### src/rtl/motion_pkg.sv
package motion_pkg;

   localparam int DIR_W = 4;
   localparam int DIR_FWD = 3;
   localparam int DIR_REV = 2;
   localparam int DIR_LFT = 1;
   localparam int DIR_RGT = 0;

   typedef logic [3:0] mop_t;
   typedef logic [DIR_W-1:0] dirs_t;

   // Tick counts: base unit is one slow tick
   localparam logic [7:0] T_STEP1  = 8'd20;
   localparam logic [7:0] T_STEP2  = 8'd40;
   localparam logic [7:0] T_TURN45 = 8'd12;
   localparam logic [7:0] T_TURN90 = 8'd24;
   localparam logic [7:0] T_WAIT_S = 8'd50;
   localparam logic [7:0] T_WAIT_L = 8'd100;

   function automatic logic [7:0] mop_ticks(input mop_t op);
      case (op)
         4'd1, 4'd10:                 mop_ticks = T_STEP1;
         4'd2, 4'd9:                  mop_ticks = T_STEP2;
         4'd3, 4'd4, 4'd11, 4'd12:    mop_ticks = T_TURN45;
         4'd5, 4'd6, 4'd13, 4'd14:    mop_ticks = T_TURN90;
         4'd7:                        mop_ticks = T_WAIT_S;
         4'd8:                        mop_ticks = T_WAIT_L;
         default:                     mop_ticks = 8'd0;
      endcase
   endfunction

   function automatic dirs_t mop_dirs(input mop_t op);
      dirs_t d;
      d = '0;
      case (op)
         4'd1, 4'd2:   d[DIR_FWD] = 1'b1;
         4'd3, 4'd5:   begin d[DIR_FWD] = 1'b1; d[DIR_RGT] = 1'b1; end
         4'd4, 4'd6:   begin d[DIR_FWD] = 1'b1; d[DIR_LFT] = 1'b1; end
         4'd9, 4'd10:  d[DIR_REV] = 1'b1;
         4'd11, 4'd13: begin d[DIR_REV] = 1'b1; d[DIR_RGT] = 1'b1; end
         4'd12, 4'd14: begin d[DIR_REV] = 1'b1; d[DIR_LFT] = 1'b1; end
         default:      d = '0;
      endcase
      return d;
   endfunction

endpackage

### src/rtl/motion_decode.sv
module motion_decode
   import motion_pkg::*;
#(
   parameter int PERIOD_W = 8
) (
   input  logic [3:0]          op,
   output logic [PERIOD_W-1:0] period,
   output logic [DIR_W-1:0]    dirs
);

   always_comb begin
      period = PERIOD_W'(mop_ticks(op));
      dirs   = mop_dirs(op);
   end

endmodule

### src/rtl/motion_tick_div.sv
module motion_tick_div #(
   parameter int DIV_RATIO = 500000
) (
   input  logic clk,
   input  logic rst_n,
   input  logic clear,
   output logic tick
);

   localparam int CNT_W = (DIV_RATIO > 2) ? $clog2(DIV_RATIO) : 1;
   localparam logic [CNT_W-1:0] LAST = CNT_W'(DIV_RATIO - 1);
   localparam bit IS_POW2 = ((DIV_RATIO & (DIV_RATIO - 1)) == 0);

   logic [CNT_W-1:0] cnt;

   generate
      if (DIV_RATIO < 2) begin : g_bad_ratio
         $error("motion_tick_div: DIV_RATIO must be at least 2");
      end

      if (IS_POW2) begin : g_wrap
         always_ff @(posedge clk) begin
            if (!rst_n || clear) cnt <= '0;
            else                 cnt <= cnt + 1'b1;
         end
         assign tick = &cnt;
      end else begin : g_cmp
         always_ff @(posedge clk) begin
            if (!rst_n || clear || cnt == LAST) cnt <= '0;
            else                                cnt <= cnt + 1'b1;
         end
         assign tick = (cnt == LAST);
      end
   endgenerate


   tick_single_chk: assert property (@(posedge clk) disable iff (!rst_n)
      tick |=> !tick);

endmodule

### src/rtl/motion_oneshot.sv
module motion_oneshot #(
   parameter int PERIOD_W = 8
) (
   input  logic                clk,
   input  logic                rst_n,
   input  logic                trig,
   input  logic [PERIOD_W-1:0] period,
   input  logic                tick,
   output logic                fire,
   output logic                active,
   output logic                done
);

   logic                trig_q;
   logic [PERIOD_W-1:0] remain;

   assign fire = trig && !trig_q && !active;

   always_ff @(posedge clk) begin
      if (!rst_n) begin
         trig_q <= 1'b0;
         active <= 1'b0;
         done   <= 1'b0;
         remain <= '0;
      end else begin
         trig_q <= trig;
         done   <= 1'b0;
         if (fire) begin
            if (period == '0) begin
               done <= 1'b1;
            end else begin
               active <= 1'b1;
               remain <= period;
            end
         end else if (active && tick) begin
            remain <= remain - 1'b1;
            if (remain == PERIOD_W'(1)) begin
               active <= 1'b0;
               done   <= 1'b1;
            end
         end
      end
   end


   done_on_fall_chk: assert property (@(posedge clk) disable iff (!rst_n)
      $fell(active) |-> done);


   done_pulse_chk: assert property (@(posedge clk) disable iff (!rst_n)
      done |=> !done);


   remain_live_chk: assert property (@(posedge clk) disable iff (!rst_n)
      active |-> (remain != '0));


   no_retrig_chk: assert property (@(posedge clk) disable iff (!rst_n)
      (active && trig && !trig_q && !tick) |=> (active && $stable(remain)));

endmodule

### src/rtl/motion_exec.sv
module motion_exec
   import motion_pkg::*;
#(
   parameter int DIV_RATIO = 500000,
   parameter int PERIOD_W  = 8
) (
   input  logic       clk,
   input  logic       rst_n,
   input  logic       start,
   input  logic [3:0] opcode,
   output logic [3:0] drive,
   output logic       done
);

   logic [PERIOD_W-1:0] dec_period;
   logic [DIR_W-1:0]    dec_dirs;
   logic [DIR_W-1:0]    pat_r;
   logic                tick;
   logic                fire;
   logic                active;

   generate
      if (PERIOD_W < 8) begin : g_bad_width
         $error("motion_exec: PERIOD_W must be at least 8");
      end
   endgenerate

   motion_decode #(.PERIOD_W(PERIOD_W)) u_decode (
      .op     (opcode),
      .period (dec_period),
      .dirs   (dec_dirs)
   );

   motion_tick_div #(.DIV_RATIO(DIV_RATIO)) u_div (
      .clk   (clk),
      .rst_n (rst_n),
      .clear (fire),
      .tick  (tick)
   );

   motion_oneshot #(.PERIOD_W(PERIOD_W)) u_shot (
      .clk    (clk),
      .rst_n  (rst_n),
      .trig   (start),
      .period (dec_period),
      .tick   (tick),
      .fire   (fire),
      .active (active),
      .done   (done)
   );

   always_ff @(posedge clk) begin
      if (!rst_n)    pat_r <= '0;
      else if (fire) pat_r <= dec_dirs;
   end

   assign drive = active ? pat_r : '0;


   drive_hold_chk: assert property (@(posedge clk) disable iff (!rst_n)
      (active && $past(active)) |-> $stable(drive));


   idle_quiet_chk: assert property (@(posedge clk) disable iff (!rst_n)
      !active |-> (drive == '0));


   zero_done_chk: assert property (@(posedge clk) disable iff (!rst_n)
      (fire && dec_period == '0) |=> (done && drive == '0));

endmodule

### config.mk
export PLATFORM = sky130hd
export DESIGN_NAME = motion_exec
export DESIGN_NICKNAME = d
export VERILOG_FILES = /design/src/rtl/motion_pkg.sv /design/src/rtl/motion_decode.sv /design/src/rtl/motion_tick_div.sv /design/src/rtl/motion_oneshot.sv /design/src/rtl/motion_exec.sv
export SDC_FILE = /design/constraint.sdc
export NUM_CORES = 1
export LEC_CHECK = 0
export ABC_AREA = 1
export BUFFER_PORTS_ARGS = -buffer_cell sky130_fd_sc_hd__buf_4
export CAP_MARGIN = 5
export CORE_UTILIZATION = 38
export DETAILED_ROUTE_END_ITERATION = 7
export PLACE_DENSITY = 0.53
export SLEW_MARGIN = 20
export SYNTH_ARGS = -nofsm -noshare
export SYNTH_HDL_FRONTEND = slang
export SYNTH_HIERARCHICAL = 1
export SYNTH_SLANG_ARGS = --single-unit
### constraint.sdc
create_clock -name clk -period 5.1 [get_ports clk]
set_input_delay 0.51 -clock clk [delete_from_list [all_inputs] [get_ports clk]]
set_output_delay 0.51 -clock clk [all_outputs]
set_load 0.05 [all_outputs]
==> summary.md <==
| Metric | Value |
|---|---|
| Status | finished, final reports clean |
| Commonest non-fill, non-tap cell in the layout | nand2_1 |
| Routed len/inst | 10.79 um |
| Clock root buffer | clkbuf_8 |
| CTS HTree Levels | 2 |
| Layout cell share with drive strength beyond 1 | 14.66% |
| Num rows | 28 |
| Pre-antenna DRT Iters | 4 |
| Crit path capture type | register |
| I/O Buffers | 11 |
| Worst Setup Start Kind | input port |
| CTS Hold Bufs | 0 |
| Commonest cells after routing, fill and taps aside | nand2_1, nor2_1, inv_1 |
| Final Hold Viols | 0 |
| CP required | 5.27 ns |
| # nets final | 396 |
| FF+latch count, synth | 34 |
| # IOs | 12 |
| Die area | 6542 um^2 |
| Crit Path Class | in -> reg |
| Setup TNS | 0 ns |
| Main area contributors after synthesis | dfxtp_1, nand2_1, nor2_1, inv_1, nand3_1 |
| Tmin final | 1.803 ns |
| Clock-pin slew on the worst setup and hold paths | 0.08 ns |
| Total power | 632.9 uW |
| Initial Util | 39.71% |
| CTS tree | built |
| WL final | 4929 um |
| Final worst slack | 3.297 ns |
| Global-route wire length before repair | 8397 um |
| Area growth, synth to finish | 7.884% |
| Gpl congestion | 0.8251 |
| Max Buffers Root-to-Sink | 2 |
| Post-Syn Instances | 370 |
| Post-DRT Antenna Nets | 0 |
| Avg Inst Size Synth | 6.391 um^2 |
| RSZ-0062 raised after global routing | false |
| Cts bufs inserted | 5 |
| Power Dens Cells | 248.1 nW/um^2 |
| Synth top area share | 28.78% |
| Post-route clock period utilization | 35.35% |
| Violation count after the first detailed-route iteration | 122 |
| Max-cap violation count | 0 |
| DP Wirelength | 3700 um |
| Routed vias | 2120 |
| Clock skew | 0.007425 ns |
| Max frequency | 554.6 MHz |
| Placed cells | 449 |
| Reg power frac | 45.6% |
| Area leader, netlist | dfxtp_1 |
| CTS-repair resized insts | 0 |
| Crit path DAT | 1.97 ns |
| Vias per cell | 4.639 |
| Leak Pwr | 1.116 nW |
| Clk pwr share | 34.1% |
| Fin cells | 457 |
| Sequential-to-total area share from yosys stat | 28.78% |
| Die H | 80.89 um |
| Worst hold path type | in -> reg |
| CTS sink cnt | 34 |
| Combinational share of power | 20.4% |
| Initial antenna violation count | 0 |
| Worst-skew pair later-pin latency | 0.29 ns |
| Psw | 202.2 uW |
| # setup viols final | 0 |
| Max VDD drop | 0.1254 mV |
| Core Area | 5956 um^2 |
| Internal | 430.6 uW |
| Post-route DRC | 0 |
| Pre-CTS WS | 2.996 ns |
| Setup Buffers After CTS | 0 |
| Synthesized area | 2365 um^2 |
| Ys Warns | 6 |
| Layout fillers | 681 |
| Synth unique cells | 32 |
| Vias in the first global route | 1903 |
| Gr ovfl total | 0 |
| Max FO, Critical Path | 12 |
| Sw Ratio | 31.96% |
| Gr usage total | 16.56% |
| Largest net degree at the start of global routing | 20 |
| ANT cells | 0 |
| Final slew viol count | 0 |
| Die width | 80.89 um |
[path summary, 6_finish.rpt]
kind | start | to | slack (ns) | cells after the start
worst min-delay path | start | u_shot/trig_q | 0.43 | 3
worst max-delay path | opcode[1] | u_shot/remain[7] | 3.30 | 15
worst min register to register | u_div/cnt[0] | u_div/cnt[0] | 0.47 | 1
worst max register to register | u_shot/active | u_div/cnt[9] | 3.30 | 6
[power by group through the flow]
stage / Combinational, mW / Clock [mW] / Sequential (mW)
6_report: 0.129 / 0.216 / 0.288
5_1_grt: 0.146 / 0.237 / 0.291
4_1_cts: 0.129 / 0.223 / 0.288
3_5_place_dp: 0.129 / 0 / 0.294
3_3_place_gp: 0.129 / 0 / 0.294
2_1_floorplan: 0.110 / 0 / 0.292
[critical path, stage by stage]
cell and delay, ns:
buf_4 0.14, inv_1 0.07, ha_1 0.22, nand3_2 0.09, inv_1 0.04, nor2_1 0.09
nand2_1 0.07, nor2_1 0.14, nand2_1 0.10, nor2_4 0.11, nand2_4 0.08, nand2_4 0.14
nor2_1 0.07, nand2_1 0.06, a21oi_1 0.05
[routing by layer]
layer  up-vias  track usage (%)  share of wire (%)  routed length (um)
met4         0            4.821               0.67                  33
met3         2            3.371                3.2                 159
li1       1154                -                  -                   -
met1       932            23.30                 55                2703
met5         -                0                  0                   0
met2        32            25.29                 41                2033
[cell families after synthesis]
logic type / synth area share (%)
compound gates: 6.666
xor+xnor: 2.963
fa+ha+maj: 4.233
buf+inv: 12.49
flops: 28.78
other cells: 0.1586
simple gates: 44.71
[flip-flops by register name, indices dropped and copies added (netlist names)]
signal / flops
pat_r: 4
u_shot/active: 1
u_shot/remain: 8
u_div/cnt: 19
u_shot/trig_q: 1
u_shot/done: 1
[cell type report]
| class | count | area (um^2) | area share [%] |
|---|---|---|---|
| inverters | 53 | 206.4 | 8.092 |
| multi-input cells | 276 | 1393 | 54.59 |
| clock buffers | 6 | 82.58 | 3.237 |
| repair buffers | 11 | 82.58 | 3.237 |
| well taps | 75 | 93.84 | 3.678 |
| clock inverters | 2 | 12.51 | 0.4904 |
| flip-flops and latches | 34 | 680.7 | 26.68 |
[synthesized netlist by cell type]
cell type,n
nand4_1,3
o21ai_1,7
nor2_2,13
nor2_4,6
buf_12,1
nand3_2,2
nand3b_1,1
nand2_2,6
xnor2_1,3
inv_2,2
nand3_1,31
conb_1,1
buf_6,3
buf_8,1
nand2_1,90
dfxtp_1,34
nand2_4,5
or2_0,1
inv_4,1
nor3_1,1
buf_4,2
or2_2,1
buf_2,1
o211ai_1,3
ha_1,8
inv_1,49
o21ai_0,5
inv_6,1
or2_1,1
xor2_1,5
a21oi_1,15
nor2_1,67
[stage by stage]
stage / cell area, um^2 / utilization (%) / hold WS (ns)
finish: 2551 / 42.84 / 0.4342
CTS: 2551 / 42.84 / 0.4309
detailed placement: 2456 / 41.24 / 0.4607
global placement: 2456 / 41.24 / 0.4583
floorplan: 2369 / - / 0.4390
global route: 2551 / 42.84 / 0.4324
(Power assumes the default switching activity.)
